===== config.mk =====
export PLATFORM = sky130hd
export DESIGN_NAME = bus_irq_status
export DESIGN_NICKNAME = d
export VERILOG_FILES = /design/src/rtl/bus_irq_status.sv
export SDC_FILE = /design/constraint.sdc
export NUM_CORES = 1
export LEC_CHECK = 0
export BUFFER_PORTS_ARGS = -buffer_cell sky130_fd_sc_hd__buf_2
export CAP_MARGIN = 5
export CORE_UTILIZATION = 36
export DETAILED_ROUTE_END_ITERATION = 8
export GPL_TIMING_DRIVEN = 0
export PLACE_DENSITY = 0.73
export SYNTH_ARGS = -nofsm -noshare
export SYNTH_HDL_FRONTEND = slang
export SYNTH_SLANG_ARGS = --single-unit
export TNS_END_PERCENT = 1

===== constraint.sdc =====
create_clock -name clk -period 1.3 [get_ports clk]
set_input_delay 0.13 -clock clk [delete_from_list [all_inputs] [get_ports clk]]
set_output_delay 0.13 -clock clk [all_outputs]
set_load 0.03 [all_outputs]

===== src/rtl/bus_irq_status.sv =====
module bus_irq_status #(
  parameter int          SYNC     = 2,
  parameter logic [2:0]  MASK_RST = 3'b111
) (
  input  logic       clk,
  input  logic       rst_n,
  input  logic       initiator,
  input  logic       low_level,
  input  logic       par_chk_en,
  input  logic       bus_rst_line,
  input  logic       rst_drive,
  input  logic       disc_evt,
  input  logic       disc_ok,
  input  logic       sel_timeout,
  input  logic       rx_valid,
  input  logic [7:0] rx_data,
  input  logic       rx_par,
  input  logic [7:0] tx_data,
  output logic       tx_par,
  input  logic       rd_stb,
  input  logic       mask_wr,
  input  logic [2:0] mask_in,
  output logic [7:0] status,
  output logic       irq
);

  logic [SYNC:0] rsync;
  logic [2:0]    bits, mask, set_now;
  logic          rst_edge, par_bad, disc_hit;

  always_ff @(posedge clk)
    if (!rst_n) rsync <= '0;
    else        rsync <= {rsync[SYNC-1:0], bus_rst_line | rst_drive};

  assign rst_edge = rsync[SYNC-1] & ~rsync[SYNC];
  assign par_bad  = par_chk_en & rx_valid & ~(^{rx_par, rx_data});
  assign disc_hit = sel_timeout |
                    (disc_evt & (low_level | (initiator & ~disc_ok)));
  assign set_now  = {disc_hit, rst_edge, par_bad};

  always_ff @(posedge clk)
    if (!rst_n)      bits <= '0;
    else if (rd_stb) bits <= set_now;
    else             bits <= bits | set_now;

  always_ff @(posedge clk)
    if (!rst_n)       mask <= MASK_RST;
    else if (mask_wr) mask <= mask_in;

  assign status = {5'b0, bits};
  assign irq    = |(bits & mask);
  assign tx_par = ~^tx_data;

  p_par_cause_r4: assert property (@(posedge clk) disable iff (!rst_n)
    $rose(status[0]) |-> $past(par_chk_en && rx_valid));

  p_disc_cause_r6: assert property (@(posedge clk) disable iff (!rst_n)
    $rose(status[2]) |-> $past(disc_evt || sel_timeout));

  p_rst_sync_r2: assert property (@(posedge clk) disable iff (!rst_n)
    $rose(status[1]) |-> $past(rsync[SYNC-1]));

  p_sticky_r9: assert property (@(posedge clk) disable iff (!rst_n)
    !rd_stb |=> ((status[2:0] & $past(status[2:0])) == $past(status[2:0])));

  p_clear_r9: assert property (@(posedge clk) disable iff (!rst_n)
    (rd_stb && !disc_evt && !sel_timeout && !rx_valid && !rst_edge)
      |=> (status == 8'h00));

  p_upper_zero_r1: assert property (@(posedge clk) disable iff (!rst_n)
    status[7:3] == 5'b0);

endmodule


Word-level counts from Yosys, hierarchy flattened
Index checks and enable logic that the tools add are counted.
{"block": "word_totals", "wordCells": 20, "input_bits": 33, "register_bits": 9}
{"block": "classes", "n_reduce_logical": 3, "n_bitwise": 13, "mux": 1}
{"operator": "9-bit XOR reduction", "n": 1}
{"operator": "8-bit XNOR reduction", "n": 1}
{"operator": "1-bit bitwise AND", "n": 5}
{"operator": "3-bit bitwise AND", "n": 1}
{"operator": "3-bit 2-to-1 mux", "n": 1}
{"operator": "1-bit NOT", "n": 3}
{"operator": "1-bit bitwise OR", "n": 3}
{"operator": "3-bit bitwise OR", "n": 1}
{"operator": "3-bit OR reduction", "n": 1}

Logic depth before layout (Yosys ltp)
Gate-level depths: netlist of the first run.
{"block": "logic_depth", "depth_word": 7, "ltp_mapped": 4, "mapped_depth_nobuf": 4}

Worst setup path before layout of the first run
No wires, ideal clock.
{"block": "synth_path", "kind": "register to output", "startpoint": "reg bits[1]", "endpoint": "out irq", "stages_incl_launch_ff": 3, "required_time_ns": 1.170, "arrival_ns": 0.946, "slack_ns": 0.224, "n_path_buf": 0, "cell_sequence": "dfxtp_1 -> a222oi_1 -> inv_1"}
{"block": "synth_via", "elab_chain_cells": 2}
{"element": "from (decl)", "line": "28", "rtl": "logic [2:0] bits, mask, set_now;"}
{"element": "from (signal assigned)", "line": "43", "rtl": "else if (rd_stb) bits <= set_now;"}
{"element": "from (signal assigned)", "line": "44", "rtl": "else bits <= bits | set_now;"}
{"element": "3-bit bitwise AND", "line": "51", "rtl": "assign irq = |(bits & mask);"}
{"element": "3-bit OR reduction", "line": "51"}
{"element": "to (decl)", "line": "24", "rtl": "output logic irq"}
Every way passes these cells.

Final worst setup path of the first run
{"block": "layout_path", "startpoint": "reg mask[1]", "endpoint": "out irq"}
{"block": "layout_via", "elab_chain_cells": 2}
{"element": "from (decl)", "line": "28"}
{"element": "from (signal assigned)", "line": "48", "rtl": "else if (mask_wr) mask <= mask_in;"}
{"element": "3-bit bitwise AND", "line": "51"}
{"element": "3-bit OR reduction", "line": "51"}
Every way passes these cells.

==> results of run 1 <==
## power by group through the flow
stage	registers (mW)	logic, mW	clock network (mW)
after global placement	0.309	0.281	0
after floorplan	0.322	0.186	0
after CTS	0.305	0.287	0.215
after global routing	0.306	0.312	0.239
after detailed placement	0.311	0.286	0
final	0.304	0.284	0.206
## placed cells by master (no fill, tap or decap), types with 3 or more instances in the layout
master / Yosys / layout
clkbuf_4: 0 / 3
xnor2_1: 10 / 10
mux2i_1: 3 / 3
inv_1: 3 / 3
nand2_1: 4 / 4
buf_4: 5 / 5
buf_2: 0 / 36
dfxtp_1: 9 / 9
conb_1: 1 / 5
## cell families after synthesis
group	share of synthesized area
multiplexers	0.0587
other	0.00733
flip-flops	0.352
XOR/XNOR	0.296
AND/OR/NAND/NOR	0.0880
buffers and inverters	0.103
AO/OA/AOI/OAI	0.0954
## through the flow
stage               area [sq um]  std cells
floorplan                    527         56
CTS                          752        111
finish                       752        111
global route                 752        111
global placement             726        107
detailed placement           726        107
## how the worst max path moves through the flow
stage	startpoint	endpoint	slack [ns]	cells past startpoint
final	mask[1]	irq	0.03	3
after global routing	bits[1]	irq	-0.05	3
after CTS	bits[1]	irq	0.009	3
after detailed placement	rx_data[2]	bits[0]	0.09	5
after global placement	rx_data[2]	bits[0]	0.14	5
after floorplan	bits[1]	irq	0.22	2
## layer usage
layer | global-route usage | vias up
met5 | 0 | -
met4 | 0.0517 | 0
met3 | 0.0682 | 2
met2 | 0.230 | 32
met1 | 0.141 | 188
li1 | - | 246
## cell type report
type	count	area share
repair buffers	36	0.240
clock buffers	4	0.0349
inverters	3	0.0150
well taps	15	0.0250
multi-input cells	38	0.391
plain buffers	6	0.0549
flip-flops and latches	9	0.240
## cell usage after synthesis, drive strengths merged
cell     n  area (sq um)
nand2    4          15.0
nor2b    2          12.5
a222oi   1          10.0
a21boi   1          7.51
and2     2          12.5
o22ai    1          6.26
nand3    1          5.00
clkbuf   1          3.75
a22oi    1          7.51
conb     1          3.75
a21oi    1          5.00
xor2     1          8.76
o21a     1          7.51
mux2i    3          30.0
xnor2   12           120
buf      5          37.5
dfxtp    9           180
inv      3          11.3
o21ai    1          5.00
xnor3    1          22.5
## flip-flops by register name, indices dropped and copies added (netlist names)
name / cells
mask: 3
bits: 3
rsync: 3
## worst max-delay path, cell delays in order (launching register included)
cell      delay, ns
dfxtp_1        0.31
a222oi_1       0.33
inv_1          0.06
buf_2          0.18
==> metrics.yaml, run 1 <==
critical_path:
  r2r_start: "bits[2]"
  cp.required_ns: 1.17
  r2r_cells: 2
  cp-end-kind: "output port"
  rrSetupSlack_ns: 0.61
  startpoint_type: "flip-flop"
  crit_fanout: 2
  arrival_ns: 1.14
  path_class: "flip-flop to output port"
  reg2reg_to: "bits[2]"
die:
  std_cell_rows: 13
  die_w_microns: 39.7
  die_h_microns: 39.7
  start_util: 0.388
  pin_count: 43
  dieArea_sq_um: 1580
  coreArea_sq_um: 1320
run:
  max-cap-violations: 0
cts:
  cts_max_level: 1
  tritoncts: "done"
  postCtsHoldBufs: 0
  cts_resized: 0
  cts.clk_slew.worst_paths_ns: 0.06
  clk_path_buf_depth: 2
  clock_latency_ns: 0.25
  cts_sinks: 9
  root_buffer: "clkbuf_4"
  cts_buffers: 3
  cts_setup_buffers: 0
timing:
  setup_ws_ns: 0.0322
  period_minus_slack_ns: 1.27
  period_share: 0.975
  setup_viol: 0
  finalSetupTns_ns: 0
  whs_ns: 0.0734
  maxSlewViolCount: 0
  skew_ns: 0.00150
  rsz0062_at_grt: "yes"
  finalHoldViolations: 0
  fmax_mhz: 789
drt:
  drtPass1Iterations: 4
  met3_length_microns: 121
  drt-met1-wl_microns: 361
  drc: 0
  dr_wl_met2_microns: 441
  highest_layer: "met4"
  vias: 468
  drt_wl_total_microns: 937
  antenna_left: 0
  viasPerCell: 4.22
  wire_per_inst_microns: 8.44
  drt_iter0_markers: 6
power_and_ir_drop:
  finalPower_mw: 0.795
  power_density_nw_per_um2: 1060
  pwr-share-clk: 0.259
  intPower_mw: 0.552
  switching_share: 0.306
  power_frac_comb: 0.358
  peakVddDrop_mv: 0.648
  p_leak_nw: 0.395
  power_frac_seq: 0.383
  p_sw_mw: 0.243
outcome:
  status: "finished clean"
min_path:
  hold_path_end: "rsync[0]"
  holdPathStages: 2
  hold_class: "input port to flip-flop"
  hold_start: "bus_rst_line"
placement:
  dpl_worst_slack_ns: 0.0891
  gp_congestion: 0.682
  port_buffers: 36
  dpl.hpwl_microns: 822
logic_synthesis:
  ys_ff_latch: 9
  yosysWarnings: 0
  seq_area_frac_synth: 0.352
  syn_avg_cell_area_sq_um: 9.84
  synth.distinct_cells: 21
  syn_area_sq_um: 512
  syn_inst: 52
global_routing:
  globalRoute.totalOverflow: 0
  antenna_found_initial: 0
  grt.total_usage: 0.136
  grt_pass1_wl_mm: 1.33
  grt_max_degree: 11
  grt_pass1_vias: 365
finish:
  syn2layout_area_growth_pct: 46.9
  multi_input_area_sq_um: 294
  nFillCells: 133
  final-seq-area_sq_um: 180
  final_util: 0.571
  diodes: 0
  final_nets: 130
  drive_above_1_share: 0.479
No activity file was read; power rests on OpenSTA's default activity.
==> inputs of run 2 (changes only) <==
--- a/config.mk
+++ b/config.mk
@@ -5,8 +5,9 @@
 export SDC_FILE = /design/constraint.sdc
 export NUM_CORES = 1
 export LEC_CHECK = 0
-export BUFFER_PORTS_ARGS = -buffer_cell sky130_fd_sc_hd__buf_2
+export BUFFER_PORTS_ARGS = -buffer_cell sky130_fd_sc_hd__clkbuf_2
 export CAP_MARGIN = 5
+export CORE_MARGIN = 5
 export CORE_UTILIZATION = 36
 export DETAILED_ROUTE_END_ITERATION = 8
 export GPL_TIMING_DRIVEN = 0
==> run 2 against run 1 <==
  * Clock power increased by 2%
  * Sequential share of layout area decreased by 0.15 points
  * Setup slack got worse by 0.0072 ns
  * Routed wire length increased by 26%
  * Register-to-register slack about the same
  * Clock skew about the same
  * Largest cell class unchanged
  * Die area increased by 44%
  * First-iteration DRC count increased by 67%
  * Critical endpoint unchanged
  * Combinational power increased by 5%
  * Sequential cell count unchanged
  * Fmax decreased by 0.57%
  * Critical path depth unchanged
==> metrics.yaml, run 2 (synthesized netlist as in run 1, its figures left out) <==
die:
  start_util: 0.388  # unchanged
  coreArea_sq_um: 1320  # unchanged
  die_h_microns: 47.7  # +20%
  die_w_microns: 47.7  # +20%
  std_cell_rows: 13  # unchanged
  dieArea_sq_um: 2280  # +44%
  pin_count: 43  # unchanged
power_and_ir_drop:
  peakVddDrop_mv: 0.434  # -33%
  finalPower_mw: 0.813  # +2.3%
  p_leak_nw: 0.403  # +2.2%
  power_density_nw_per_um2: 1070  # +0.97%
drt:
  drtPass1Iterations: 4  # unchanged
  drt_wl_total_mm: 1.19  # +26%
  antenna_left: 0  # unchanged
  drt_iter0_markers: 10  # +4
  drc: 0  # unchanged
  wire_per_inst_microns: 10.7  # +26%
  viasPerCell: 4.29  # +1.7%
  vias: 476  # +1.7%
finish:
  reg_top3: "bits (3), mask (3), rsync (3)"
  diodes: 0  # unchanged
  final_cell_mix: "clkbuf_2 (35), xnor2_1 (10), dfxtp_1 (8)"
  final-seq-area_sq_um: 181  # +0.69%
  final_common_cell: "clkbuf_2"
  final_util: 0.578  # +0.00760
  multi_input_area_sq_um: 294  # unchanged
  instances_no_fill: 111  # unchanged
  nFillCells: 120  # -9.8%
  final_nets: 130  # unchanged
  drive_above_1_share: 0.490  # +0.0104
  syn2layout_area_growth_pct: 48.9
critical_path:
  startpoint_type: "flip-flop"
  crit_fanout: 2  # unchanged
  crit_path_cell_trace: "a222oi_1, inv_1, clkbuf_8"
  cp.required_ns: 1.17  # about the same
  arrival_ns: 1.15  # about the same
  slowest_stage: "a222oi_1"
  cp-end-kind: "output port"
  path_class: "flip-flop to output port"
  cpPeakStageDelay_ns: 0.33  # about the same
outcome:
  status: "finished clean"
cts:
  clock_latency_ns: 0.25  # about the same
  cts.clk_slew.worst_paths_ns: 0.06  # about the same
  postCtsHoldBufs: 0  # unchanged
  cts_setup_buffers: 0  # unchanged
  tritoncts: "done"
  cts_max_level: 1  # unchanged
  root_buffer: "clkbuf_4"
  cts_buffers: 3  # unchanged
  cts_sinks: 9  # unchanged
  clk_path_buf_depth: 2  # unchanged
timing:
  setup_viol: 0  # unchanged
  maxSlewViolCount: 0  # unchanged
  skew_ns: 0.00179  # +0.000294 ns
  finalHoldViolations: 0  # unchanged
  period_share: 0.981  # +0.00556
  fmax_mhz: 784  # -0.57%
  period_minus_slack_ns: 1.28  # +0.00723 ns
  rsz0062_at_grt: "yes"
global_routing:
  grt_pass1_wl_mm: 1.75  # +31%
  grt_pass1_vias: 489  # +34%
  antenna_found_initial: 0  # unchanged
  grt.total_usage: 0.111  # -0.0245
  grt_max_degree: 11  # unchanged
  globalRoute.totalOverflow: 0  # unchanged
placement:
  port_buffers: 36  # unchanged
  gp_congestion: 0.686  # +0.57%
  dpl.hpwl_mm: 1.05  # +27%
  dp.cells: 107  # unchanged
run:
  max-cap-violations: 0  # unchanged
min_path:
  hold_class: "input port to flip-flop"
==> run 2: layout make-up <==
type                    count  share of cell area
plain buffers               6              0.0542
clock buffers               4              0.0345
inverters                   3              0.0148
multi-input cells          38               0.386
flip-flops and latches      9               0.238
well taps                  15              0.0246
repair buffers             36               0.248
==> run 2: per-stage QoR <==
| stage | setup TNS (ns) | instance area (sq um) | hold slack, ns | worst slack (ns) |
|---|---|---|---|---|
| floorplan | 0 | 527 | 0.224 | 0.224 |
| global placement | 0 | 726 | 0.328 | 0.149 |
| CTS | -0.00347 | 762 | 0.0681 | -0.00347 |
| global route | -0.0516 | 762 | 0.0874 | -0.0516 |
| finish | 0 | 762 | 0.0741 | 0.0250 |
| detailed placement | 0 | 726 | 0.338 | 0.0565 |
==> run 2: worst paths after layout <==
kind / start / to / slack (ns) / depth (start not counted)
worst max-delay path: mask[1] / irq / 0.02 / 3
worst min-delay path: rd_stb / bits[0] / 0.07 / 2
worst max register to register: rsync[2] / bits[1] / 0.62 / 3
worst min register to register: rsync[0] / rsync[1] / 0.43 / 1
==> run 2: where the power goes <==
group	leakage (nW)	internal (mW)	switching, mW
Combinational	0.314	0.147	0.150
Sequential	0.0749	0.294	0.0108
Clock	0.0150	0.118	0.0929
==> run 2: critical path: cells and delay by family, from the launching register on <==
kind	cells	cell delay (ns)
flip-flops	1	0.31
buffers and inverters	2	0.26
AO/OA/AOI/OAI	1	0.33
==> run 2: metal layers <==
| metal | up-vias | global-route usage | routed length, microns |
|---|---|---|---|
| li1 | 247 | - | - |
| met1 | 198 | 0.109 | 388 |
| met4 | 0 | 0.0323 | 0 |
| met2 | 31 | 0.208 | 581 |
| met5 | - | 0 | 0 |
| met3 | 0 | 0.0489 | 215 |
==> run 2: what timing repair did <==
action | in CTS | in global routing
pin swaps | 1 | 0
gates resized for setup | 3 | 0
setup endpoints to repair | 1 | 1
endpoints found under the hold margin | 0 | 0
==> inputs of run 3 (changes only) <==
--- a/config.mk
+++ b/config.mk
@@ -11,7 +11,7 @@
 export CORE_UTILIZATION = 36
 export DETAILED_ROUTE_END_ITERATION = 8
 export GPL_TIMING_DRIVEN = 0
-export PLACE_DENSITY = 0.73
+export PLACE_DENSITY = 0.76
 export SYNTH_ARGS = -nofsm -noshare
 export SYNTH_HDL_FRONTEND = slang
 export SYNTH_SLANG_ARGS = --single-unit
==> run 3 against run 2 <==
  * Via count fell by 0.63%
  * Total power increased by 0.75%
  * Register-to-register slack worse by 0.09 ns
  * Setup slack better by 0.0080 ns
  * Die area did not move
  * Clock-buffer cell count did not move
  * Sequential cell count did not move
  * Critical endpoint unchanged
  * Largest cell class unchanged
  * Largest power group unchanged
==> metrics.yaml, run 3 (synthesized netlist as in run 1, its figures left out) <==
outcome:
  status: "finished clean"
critical_path:
  path_class: "flip-flop to output port"
  cp_num_buf_inv: 2  # unchanged
  slowest_stage: "dfxtp_2"
  arrival_ns: 1.14  # about the same
  startpoint_type: "flip-flop"
  cpPeakStageDelay_ns: 0.32  # about the same
  critical_path.top_delay_family: "flip-flops"
  crit_fanout: 3  # +1
  cp-end-kind: "output port"
  cp.required_ns: 1.17  # about the same
  crit_path_cell_trace: "a222oi_1, inv_1, buf_6"
power_and_ir_drop:
  p_leak_nw: 0.413  # +2.3%
  power_density_nw_per_um2: 1060  # -0.88%
  finalPower_mw: 0.819  # +0.75%
  peakVddDrop_mv: 0.620  # +43%
global_routing:
  grt_pass1_wl_mm: 1.73  # -0.80%
  grt.total_usage: 0.113  # +0.00211
  grt_pass1_vias: 441  # -9.8%
  gr-usage-met3: 0.0338  # -0.0150
  grt_max_degree: 11  # unchanged
  gr-usage-met2: 0.185  # -0.0237
  globalRoute.totalOverflow: 0  # unchanged
  grtUsageMet1: 0.124  # +0.0153
  antenna_found_initial: 0  # unchanged
  grt_busiest_layer: "met2"
timing:
  period_minus_slack_ns: 1.27  # -0.00800 ns
  skew_ns: 0.00488  # +0.00310 ns
  finalHoldViolations: 0  # unchanged
  fmax_mhz: 789  # +0.63%
  finalSetupTns_ns: 0  # unchanged
  maxSlewViolCount: 0  # unchanged
  whs_ns: 0.0634  # -0.0107 ns
  setup_ws_ns: 0.0330  # +0.00800 ns
  rsz0062_at_grt: "yes"
  setup_viol: 0  # unchanged
  period_share: 0.975  # -0.00615
die:
  dieArea_sq_um: 2280  # unchanged
  coreArea_sq_um: 1320  # unchanged
  die_w_microns: 47.7  # unchanged
  std_cell_rows: 13  # unchanged
  die_h_microns: 47.7  # unchanged
  start_util: 0.388  # unchanged
  pin_count: 43  # unchanged
cts:
  postCtsHoldBufs: 0  # unchanged
  cts.clk_slew.worst_paths_ns: 0.06  # about the same
  cts_buffers: 3  # unchanged
  root_buffer: "clkbuf_4"
  cts_sinks: 9  # unchanged
  tritoncts: "done"
  clock_latency_ns: 0.26  # about the same
  clk_path_buf_depth: 2  # unchanged
  cts_max_level: 1  # unchanged
finish:
  final_cell_mix: "clkbuf_2 (35), xnor2_1 (10), dfxtp_1 (8)"
  final_common_cell: "clkbuf_2"
  final_nets: 132  # +1.5%
  final_util: 0.588  # +0.00950
  diodes: 0  # unchanged
  nFillCells: 132  # +10%
  reg_top3: "bits (3), mask (3), rsync (3)"
  final-seq-area_sq_um: 181  # unchanged
  multi_input_area_sq_um: 294  # unchanged
  syn2layout_area_growth_pct: 51.3
  drive_above_1_share: 0.500  # +0.0104
drt:
  drt_wl_total_mm: 1.18  # -0.76%
  drc: 0  # unchanged
  antenna_left: 0  # unchanged
  vias: 473  # -0.63%
  drt_iter0_markers: 3  # -7
  wire_per_inst_microns: 10.4  # -2.5%
  viasPerCell: 4.19  # -2.4%
  drtPass1Iterations: 4  # unchanged
placement:
  port_buffers: 36  # unchanged
  gp_congestion: 0.652  # -5.0%
  dpl_worst_slack_ns: 0.133  # +0.0769 ns
  dpl.hpwl_microns: 1000  # -4.4%
min_path:
  hold_class: "input port to flip-flop"
run:
  max-cap-violations: 0  # unchanged
-- run 3: cell count changes in the layout (fill, tap and decap cells not counted), sizes merged --
cell,delta
buf,+3
clkbuf,-1
-- run 3: what timing repair did --
item                                    CTS  global route
endpoints found under the setup margin    1             1
buffers inserted                          0             2
resized for setup                         1             3
pin swaps                                 1             1
-- run 3: final timing paths --
path	from	endpoint	slack (ns)	cells after the start
worst max register to register	bits[1]	bits[1]	0.53	3
worst max-delay path	bits[1]	irq	0.03	3
worst min-delay path	rd_stb	bits[0]	0.06	2
worst min register to register	rsync[0]	rsync[1]	0.45	1
-- run 3: worst reg2reg max path: stages (launching register included) --
cell     delay [ns]
dfxtp_2        0.32
buf_4          0.12
a22oi_1        0.16
nor2b_1        0.06
-- run 3: power by group --
part | internal (mW) | switching (mW)
sequential | 0.294 | 0.00999
combinational | 0.149 | 0.148
clock | 0.118 | 0.0991
-- run 3: stage by stage --
stage          std cells  cell area, sq um
6_report             113               774
5_1_grt              113               774
4_1_cts              111               754
3_5_place_dp         107               726
3_3_place_gp         107               726
2_1_floorplan         56               527
-- run 3: layer usage --
metal / routed length [microns] / vias up
li1: - / 249
met1: 406 / 191
met2: 573 / 29
met3: 168 / 4
met4: 29 / 0
met5: 0 / -
-- run 3: area by class of cell --
cell class	count	area share
flip-flops and latches	9	0.234
repair buffers	38	0.260
clock buffers	4	0.0339
inverters	3	0.0145
well taps	15	0.0242
multi-input cells	38	0.380
plain buffers	6	0.0533
